<file path="src/rtl/boot_sel_pkg.sv">
package boot_sel_pkg;

   typedef enum logic [1:0] {
      LD_OPT   = 2'd0,
      LD_FLASH = 2'd1,
      LD_IDLE  = 2'd2
   } ld_state_e;

   // 1 = boot from system memory, 0 = boot from main flash
   function automatic logic pick_system(input logic swsel_n, input logic boot_main,
                                        input logic pin, input logic empty);
      if (!swsel_n) return !boot_main;
      return pin | empty;
   endfunction

endpackage

</file>
<file path="src/rtl/boot_load_seq.sv">
module boot_load_seq
   import boot_sel_pkg::*;
#(
   parameter int unsigned             FLASH_AW   = 32,
   parameter logic [FLASH_AW-1:0]     FLASH_BASE = '0
) (
   input  logic                clk,
   input  logic                rst_n,
   input  logic                opt_ack,
   input  logic                fl_ack,
   input  logic                launch_set,
   output logic                opt_req,
   output logic                fl_req,
   output logic [FLASH_AW-1:0] fl_addr,
   output logic                busy,
   output logic                opt_take,
   output logic                done,
   output logic                launch_pend
);

   ld_state_e state_q;
   logic      start;

   assign opt_req  = (state_q == LD_OPT);
   assign fl_req   = (state_q == LD_FLASH);
   assign fl_addr  = FLASH_BASE;
   assign busy     = (state_q != LD_IDLE);
   assign opt_take = opt_req & opt_ack;
   assign done     = fl_req & fl_ack;
   assign start    = (state_q == LD_IDLE) & launch_set;

   always_ff @(posedge clk or negedge rst_n) begin
      if (!rst_n) begin
         state_q     <= LD_OPT;
         launch_pend <= 1'b0;
      end else begin
         unique case (state_q)
            LD_OPT:   if (opt_ack)    state_q <= LD_FLASH;
            LD_FLASH: if (fl_ack)     state_q <= LD_IDLE;
            LD_IDLE:  if (launch_set) state_q <= LD_OPT;
            default:                  state_q <= LD_IDLE;
         endcase
         if (done)       launch_pend <= 1'b0;
         else if (start) launch_pend <= 1'b1;
      end
   end

   assert_flash_after_opt_R2: assert property (@(posedge clk) disable iff (!rst_n)
      opt_take |=> fl_req);
   assert_launch_clears_R8: assert property (@(posedge clk) disable iff (!rst_n)
      done |=> !launch_pend);
   assert_launch_starts_R8: assert property (@(posedge clk) disable iff (!rst_n)
      start |=> (busy && launch_pend));

endmodule

</file>
<file path="src/rtl/boot_empty_flag.sv">
module boot_empty_flag #(
   parameter int unsigned FLASH_DW    = 32,
   parameter bit          ERASED_ONES = 1'b1
) (
   input  logic                clk,
   input  logic                rst_n,
   input  logic                done,
   input  logic                busy,
   input  logic [FLASH_DW-1:0] rdata,
   input  logic                sw_we,
   input  logic                sw_wdata,
   output logic                empty_q,
   output logic                empty_d
);

   logic blank;

   generate
      if (ERASED_ONES) begin : g_ones
         assign blank = &rdata;
      end else begin : g_zeros
         assign blank = ~|rdata;
      end
   endgenerate

   always_comb begin
      empty_d = empty_q;
      if (done)                empty_d = blank;
      else if (sw_we && !busy) empty_d = sw_wdata;
   end

   always_ff @(posedge clk or negedge rst_n) begin
      if (!rst_n) empty_q <= 1'b0;
      else        empty_q <= empty_d;
   end

   assert_flag_only_on_load_R6: assert property (@(posedge clk) disable iff (!rst_n)
      (!done && !(sw_we && !busy)) |=> $stable(empty_q));
   assert_write_ignored_busy_R7: assert property (@(posedge clk) disable iff (!rst_n)
      (busy && !done) |=> $stable(empty_q));

endmodule

</file>
<file path="src/rtl/boot_area_decide.sv">
module boot_area_decide
   import boot_sel_pkg::*;
(
   input  logic clk,
   input  logic rst_n,
   input  logic opt_take,
   input  logic opt_swsel_n,
   input  logic opt_boot_main,
   input  logic boot_pin,
   input  logic busy,
   input  logic done,
   input  logic empty_d,
   output logic boot_sys,
   output logic boot_valid
);

   logic swsel_q, bmain_q, pin_q;

   always_ff @(posedge clk or negedge rst_n) begin
      if (!rst_n) begin
         swsel_q    <= 1'b1;
         bmain_q    <= 1'b0;
         pin_q      <= 1'b0;
         boot_sys   <= 1'b0;
         boot_valid <= 1'b0;
      end else begin
         if (opt_take) begin
            swsel_q <= opt_swsel_n;
            bmain_q <= opt_boot_main;
            pin_q   <= boot_pin;
         end
         if (done || !busy) boot_sys <= pick_system(swsel_q, bmain_q, pin_q, empty_d);
         if (done) boot_valid <= 1'b1;
      end
   end

   assert_hold_during_load_R9: assert property (@(posedge clk) disable iff (!rst_n)
      (busy && !done) |=> ($stable(boot_sys) && $stable(boot_valid)));
   assert_valid_sticky_R9: assert property (@(posedge clk) disable iff (!rst_n)
      boot_valid |=> boot_valid);
   assert_forced_main_R5: assert property (@(posedge clk) disable iff (!rst_n)
      (boot_valid && !busy && !swsel_q && bmain_q) |=> !boot_sys);

endmodule

</file>
<file path="src/rtl/boot_area_sel.sv">
module boot_area_sel #(
   parameter int unsigned         FLASH_AW    = 32,
   parameter int unsigned         FLASH_DW    = 32,
   parameter logic [FLASH_AW-1:0] FLASH_BASE  = '0,
   parameter bit                  ERASED_ONES = 1'b1
) (
   input  logic                clk,
   input  logic                rst_n,
   input  logic                boot_pin,
   output logic                opt_req,
   input  logic                opt_ack,
   input  logic                opt_swsel_n,
   input  logic                opt_boot_main,
   output logic                fl_req,
   output logic [FLASH_AW-1:0] fl_addr,
   input  logic                fl_ack,
   input  logic [FLASH_DW-1:0] fl_rdata,
   input  logic                sw_empty_we,
   input  logic                sw_empty_wdata,
   input  logic                sw_launch_set,
   output logic                empty_flag,
   output logic                launch_pend,
   output logic                load_busy,
   output logic                boot_valid,
   output logic                boot_sys
);

   localparam int unsigned WORD_BYTES = FLASH_DW / 8;

   generate
      if (FLASH_DW < 8 || (FLASH_DW % 8) != 0) begin : g_bad_dw
         $error("boot_area_sel: FLASH_DW must be a whole number of bytes");
      end
      if (FLASH_AW < 2) begin : g_bad_aw
         $error("boot_area_sel: FLASH_AW too small");
      end
      if ((FLASH_BASE % WORD_BYTES) != 0) begin : g_bad_base
         $error("boot_area_sel: FLASH_BASE must be word aligned");
      end
   endgenerate

   logic opt_take, done, empty_d;

   boot_load_seq #(.FLASH_AW(FLASH_AW), .FLASH_BASE(FLASH_BASE)) u_seq (
      .clk, .rst_n,
      .opt_ack, .fl_ack,
      .launch_set (sw_launch_set),
      .opt_req, .fl_req, .fl_addr,
      .busy       (load_busy),
      .opt_take, .done, .launch_pend
   );

   boot_empty_flag #(.FLASH_DW(FLASH_DW), .ERASED_ONES(ERASED_ONES)) u_flag (
      .clk, .rst_n, .done,
      .busy     (load_busy),
      .rdata    (fl_rdata),
      .sw_we    (sw_empty_we),
      .sw_wdata (sw_empty_wdata),
      .empty_q  (empty_flag),
      .empty_d
   );

   boot_area_decide u_dec (
      .clk, .rst_n, .opt_take, .opt_swsel_n, .opt_boot_main, .boot_pin,
      .busy (load_busy),
      .done, .empty_d, .boot_sys, .boot_valid
   );

   assert_no_read_when_idle_R6: assert property (@(posedge clk) disable iff (!rst_n)
      !(load_busy == 1'b0 && fl_req));
   assert_busy_drops_after_read_R2: assert property (@(posedge clk) disable iff (!rst_n)
      (fl_req && fl_ack) |=> !load_busy);

endmodule

</file>
<file path="config.mk">
export PLATFORM = sky130hd
export DESIGN_NAME = boot_area_sel
export DESIGN_NICKNAME = d
export VERILOG_FILES = /design/src/rtl/boot_sel_pkg.sv /design/src/rtl/boot_load_seq.sv /design/src/rtl/boot_empty_flag.sv /design/src/rtl/boot_area_decide.sv /design/src/rtl/boot_area_sel.sv
export SDC_FILE = /design/constraint.sdc
export NUM_CORES = 1
export LEC_CHECK = 0
export BUFFER_PORTS_ARGS = -buffer_cell sky130_fd_sc_hd__clkbuf_2
export CORE_ASPECT_RATIO = 0.6
export CORE_MARGIN = 10
export CORE_UTILIZATION = 35
export DETAILED_ROUTE_END_ITERATION = 10
export HOLD_SLACK_MARGIN = 0.15
export MAX_ROUTING_LAYER = met4
export PLACE_DENSITY = 0.83
export SLEW_MARGIN = 20
export SYNTH_ARGS = -nofsm -noshare
export SYNTH_HDL_FRONTEND = slang
export SYNTH_SLANG_ARGS = --single-unit
</file>
<file path="constraint.sdc">
create_clock -name clk -period 1.35 [get_ports clk]
set_input_delay 0.0675 -clock clk [delete_from_list [all_inputs] [get_ports clk]]
set_output_delay 0.0675 -clock clk [all_outputs]
set_load 0.05 [all_outputs]
</file>
[Word level (Yosys, flattened, before mapping)]
Index checks and enable logic that the tools add are counted.
Storage, ports and cells
  register bits: 9
  output and inout bits: 39
Cells by class
  mux-type cells: 12
  bitwise logic cells: 4
  equality and inequality tests: 6
  reduce and logical (&&, ||, !) cells: 8
Operator list (number)
  $reduce_and 32->1: 1
  $mux 1: 8
  $ne 2x2->1 const B: 4
  $mux 2: 3
  $pmux 2 s3: 1
  $and 1x1->1: 3
  $reduce_and 3->1: 1
  $eq 2x1->1 const B: 1
  $eq 2x2->1 const B: 1
  $logic_not 1->1: 2
  $logic_not 2->1: 1
  $reduce_bool 2->1: 1
  $logic_and 1x1->1: 1
  $logic_or 1x1->1: 1
  $or 1x1->1: 1

[Logic depth before layout (Yosys ltp)]
  word-level depth: 7
  mapped depth: 5
  depth with buffers taken out: 4

[Hierarchy]
From an unflattened synthesis, not the netlist that was laid out.
Second synthesis, totals
  cells, all modules: 80
  area, all modules: 733.2 µm²
By module, submodules not included
  boot_load_seq: times used 1, sequential area each 75.1 µm², cells each 50, area an instance 401.6 µm²
  boot_area_decide: times used 1, sequential area each 126.4 µm², cells each 14, area an instance 215.2 µm²
  boot_empty_flag: times used 1, sequential area each 25.0 µm², cells each 16, area an instance 116.4 µm²

[Worst setup path before layout]
OpenSTA, ideal clock, no wires.
  kind: reg2reg
  start point: register u_seq.state_q[0]
  end point: register u_dec.bmain_q
  setup time: 125 ps
  slack: -541 ps
  period minus slack after synthesis: 1891 ps
  stages on the path, launching flop included: 5
  data arrival time: 1766 ps
  path through: dfrtp_1 -> buf_6 -> nor2_1 -> and2_4 -> mux2_4
Between the ends
  word-level cells in the longest chain between the ends: 2
Ends and longest elaborated chain
  start, declared: RTL line boot_load_seq.sv:21  | ld_state_e state_q;
  start signal, assigned: RTL line boot_load_seq.sv:34  | state_q <= LD_OPT;
  start signal, assigned: RTL line boot_load_seq.sv:38  | LD_OPT: if (opt_ack) state_q <= LD_FLASH;
  start signal, assigned: RTL line boot_load_seq.sv:39  | LD_FLASH: if (fl_ack) state_q <= LD_IDLE;
  $logic_not 2->1: RTL line boot_load_seq.sv:24  | assign opt_req = (state_q == LD_OPT);
  named net opt_req: RTL line boot_area_sel.sv:10  | output logic opt_req,
  $and 1x1->1: RTL line boot_load_seq.sv:28  | assign opt_take = opt_req & opt_ack;
  end signal, assigned: RTL line boot_area_decide.sv:29  | bmain_q <= opt_boot_main;
  end, declared: RTL line boot_area_decide.sv:17  | logic swsel_q, bmain_q, pin_q;
The timed path passes the listed nets, and every way through them passes these cells.
A chain may end at the register's enable or synchronous reset.

[Worst setup path in the final report]
  start point: register u_seq.state_q[0]
  end point: output port load_busy
Between the ends
  word-level cells in the longest chain between the ends: 1
Ends and longest elaborated chain
  $ne 2x2->1: RTL line boot_load_seq.sv:27  | assign busy = (state_q != LD_IDLE);
  end, declared: RTL line boot_area_sel.sv:23  | output logic load_busy,
Every way passes these cells.

==> flow_summary_export.csv <==
group,metric,value,unit
run_status,outcome,"complete, no violations",
logic_synthesis,synth_cell_types,23,
global_routing,antenna_found_initial,0,
critical_path,path_max_fanout,10,
logic_synthesis,synth-seq-cells,9,
route,viasPerCell,4.068,
sta,finalHoldWorstSlack,0.1782,ns
cts,clockRootBuffer,"clkbuf_8",
route,drc,0,
sta,postLayoutSetupSlackWorst,0.06130,ns
critical_path,rr_startpoint,"u_seq.state_q[1]",
route,drt_wl_total,2.543,mm
layout,num-nets-final,189,
cts,clock_latency,0.24,ns
power_and_ir_drop,ir_drop,1058,uV
layout,drive_gt1_share,43.15,%
power_and_ir_drop,power.leakage,0.5715,nW
route,num_vias,716,
placement,portBuffers,48,
placement,hpwl,2.169,mm
cts,htree_levels,1,
placement,dp.cells,165,
global_routing,grt_pass1_vias,787,
logic_synthesis,synth_top_area_share,30.67,%
die,rows,13,
global_routing,grt_overflow,0,
cts,cts_made_buffers,3,
critical_path,r2r_end,"u_dec.boot_sys",
critical_path,path_delay_family,"flip-flops",
route,dr.pass1.iters,4,
global_routing,grt.total_usage,11.52,%
critical_path,critPathLaunchType,"flip-flop",
logic_synthesis,synth_cells,89,
route,ant_nets,0,
global_routing,grt_max_degree,11,
critical_path,critical_path_buf_inv_count,1,
logic_synthesis,avgSynthCellArea,8.801,um2
sta,skew,0.001240,ns
layout,fill_cells,219,
sta,rsz0062_at_grt,"false",
critical_path,arrival,1.22,ns
cts,cts_max_path_buffers,2,
route,wl_per_cell,14.45,um
cts,clk_pin_slew,0.04,ns
die,ios,81,
logic_synthesis,ys_seq_area_share,28.91,%
cts,cts.sinks,9,
sta,min_period,1.289,ns
power_and_ir_drop,power_density,1962,nW/um2
flow_run,max_cap_violations,0,
layout,final_cell_count_no_fill,176,
critical_path,r2r_setup_slack,0.13,ns
min_path,hold_class,"input pin to flip-flop",
sta,period_share,95.46,%
min_path,min-delay-start,"sw_empty_we",
critical_path,slowest_delay,0.48,ns
logic_synthesis,synthTopCellsByArea,"buf_4 31%, dfrtp_1 26%, nand4_1 7.2%",
placement,place_congestion,0.7516,
logic_synthesis,yosysTopAreaCell,"buf_4",
die,initial_core_util,36.48,%
die,dieWidth,81.07,um
global_routing,grt_pass1_wl,3.974,mm
min_path,hold_end,"u_flag.empty_q",
min_path,min_delay_path_depth,4,
logic_synthesis,synth_area,783.3,um2
sta,maxSlewViolCount,0,
die,die_h,56.65,um
critical_path,reg2reg_depth,4,
critical_path,crit_type,"flip-flop to output pin",
die,dieArea,4592,um2
route,drt_iter0_drc,25,
layout,num_antenna_cells,0,
layout,area_growth,35.14,%
sta,hold_viol,0,
cts,cts_tree,"done",
critical_path,crit_path_top_delay_cell,"dfrtp_2",
placement,dpl_worst_slack,0.04970,ns
critical_path,crit_chain,"nand2b_2, clkbuf_2",
critical_path,crit_required,1.28,ns
sta,setup_violations,0,
sta,tns,0,ns
critical_path,end_kind,"output pin",
die,core_area,2147,um2
sta,max_freq,776.0,MHz
logic_synthesis,synth_warnings,0,
-- tightest hold or removal path, stage by stage --
cell and delay (ns):
clkbuf_2 0.09, a31oi_1 0.11, nand2_1 0.06, nand2_1 0.04
-- state kept, by name, indices dropped and copies added, names as in the netlist --
name               flops
u_dec.boot_valid       1
u_flag.empty_q         1
u_seq.state_q          2
u_dec.pin_q            1
u_dec.swsel_q          1
u_seq.launch_pend      1
u_dec.boot_sys         1
u_dec.bmain_q          1
-- routing by layer --
layer	global-route usage [%]	vias up	wire, um	share of wire [%]
li1	-	359	-	-
met1	10.82	330	864	34
met2	21.04	23	1505	59
met3	3.333	4	131	5.2
met4	5.405	0	40	1.6
met5	-	-	0	0
-- layout make-up --
type,count,area (um2),share of cell area [%]
multi-input combinational,75,415.4,39.24
timing repair buffer,56,324.1,30.61
sequential,9,229.0,21.63
clock buffer,4,45.04,4.255
tap,30,37.54,3.546
inverter,2,7.507,0.7092
-- metrics by stage --
| stage | area (um2) | total power [mW] | util [%] |
|---|---|---|---|
| floorplan | 909.6 | 1.566 | - |
| global placement | 932.1 | 1.686 | 43.41 |
| detailed placement | 932.1 | 1.709 | 43.41 |
| CTS | 1051 | 2.062 | 48.95 |
| global route | 1059 | 2.218 | 49.30 |
| finish | 1059 | 2.077 | 49.30 |
-- timing repair --
action                                  CTS  global route
endpoints found under the hold margin    15             0
resized for setup                         2             4
hold buffers                              7             0
setup buffers                             0             0
endpoints found under the setup margin    2             2
pin swaps                                 0             0
-- worst max path at each step --
stage	from	slack (ns)	cells after the start	to
floorplan	u_seq.state_q[1]	-0.08	4	u_dec.bmain_q
global route	u_seq.state_q[0]	0.01	2	load_busy
global placement	u_seq.state_q[0]	0.13	4	u_dec.boot_sys
detailed placement	u_seq.state_q[0]	0.05	4	u_dec.boot_sys
finish	u_seq.state_q[0]	0.06	2	load_busy
CTS	u_seq.state_q[1]	0.02	3	fl_req
-- Yosys cell counts --
| master | count |
|---|---|
| nand2_1 | 4 |
| a21bo_1 | 1 |
| mux2_4 | 2 |
| nor2_1 | 4 |
| a221oi_2 | 1 |
| buf_6 | 2 |
| nor4_1 | 1 |
| a21oi_1 | 3 |
| o21ai_0 | 4 |
| inv_1 | 2 |
| a31oi_1 | 2 |
| nor3_1 | 1 |
| nand4_1 | 9 |
| dfrtp_1 | 8 |
| buf_4 | 32 |
| a211oi_1 | 1 |
| nand3_1 | 3 |
| and2_4 | 1 |
| nor2b_1 | 2 |
| dfstp_2 | 1 |
| conb_1 | 1 |
| nand2b_1 | 3 |
| nand3b_4 | 1 |
-- report_power, final --
| part | internal (mW) | total, mW | switching [mW] |
|---|---|---|---|
| Combinational | 0.396 | 1.20 | 0.807 |
| Sequential | 0.407 | 0.556 | 0.149 |
| Clock | 0.206 | 0.318 | 0.112 |
-- cell usage in the layout (no fill, tap or decap) --
master / n
buf_4: 1
nor2_1: 3
nand2b_1: 2
and2_4: 1
buf_6: 1
clkbuf_2: 47
nor2b_2: 1
nor2b_1: 1
clkbuf_1: 1
dfrtp_2: 2
a31oi_1: 2
a211oi_1: 1
mux2_4: 2
dfstp_2: 1
o21ai_0: 4
dfrtp_1: 6
a21bo_1: 1
nor3_1: 1
nor2_4: 1
nand4_1: 9
dlygate4sd3_1: 7
nand3_1: 3
nor4_1: 1
clkbuf_8: 3
nand2_1: 4
conb_1: 32
inv_1: 2
a221oi_2: 1
nand3b_4: 1
a21oi_1: 3
nand2b_2: 1
-- cell families (layout without fill, tap and decap cells) --
family / after synthesis / count (layout) / synth area share (%)
other: 1 / 32 / 0.4788
buffers and inverters: 36 / 62 / 34.50
AOI/OAI and AO/OA: 12 / 12 / 10.22
DFF: 9 / 9 / 28.91
muxes: 2 / 2 / 3.834
and+or+nand+nor: 29 / 29 / 22.04
Note: power is estimated with default switching activity, not from simulation.
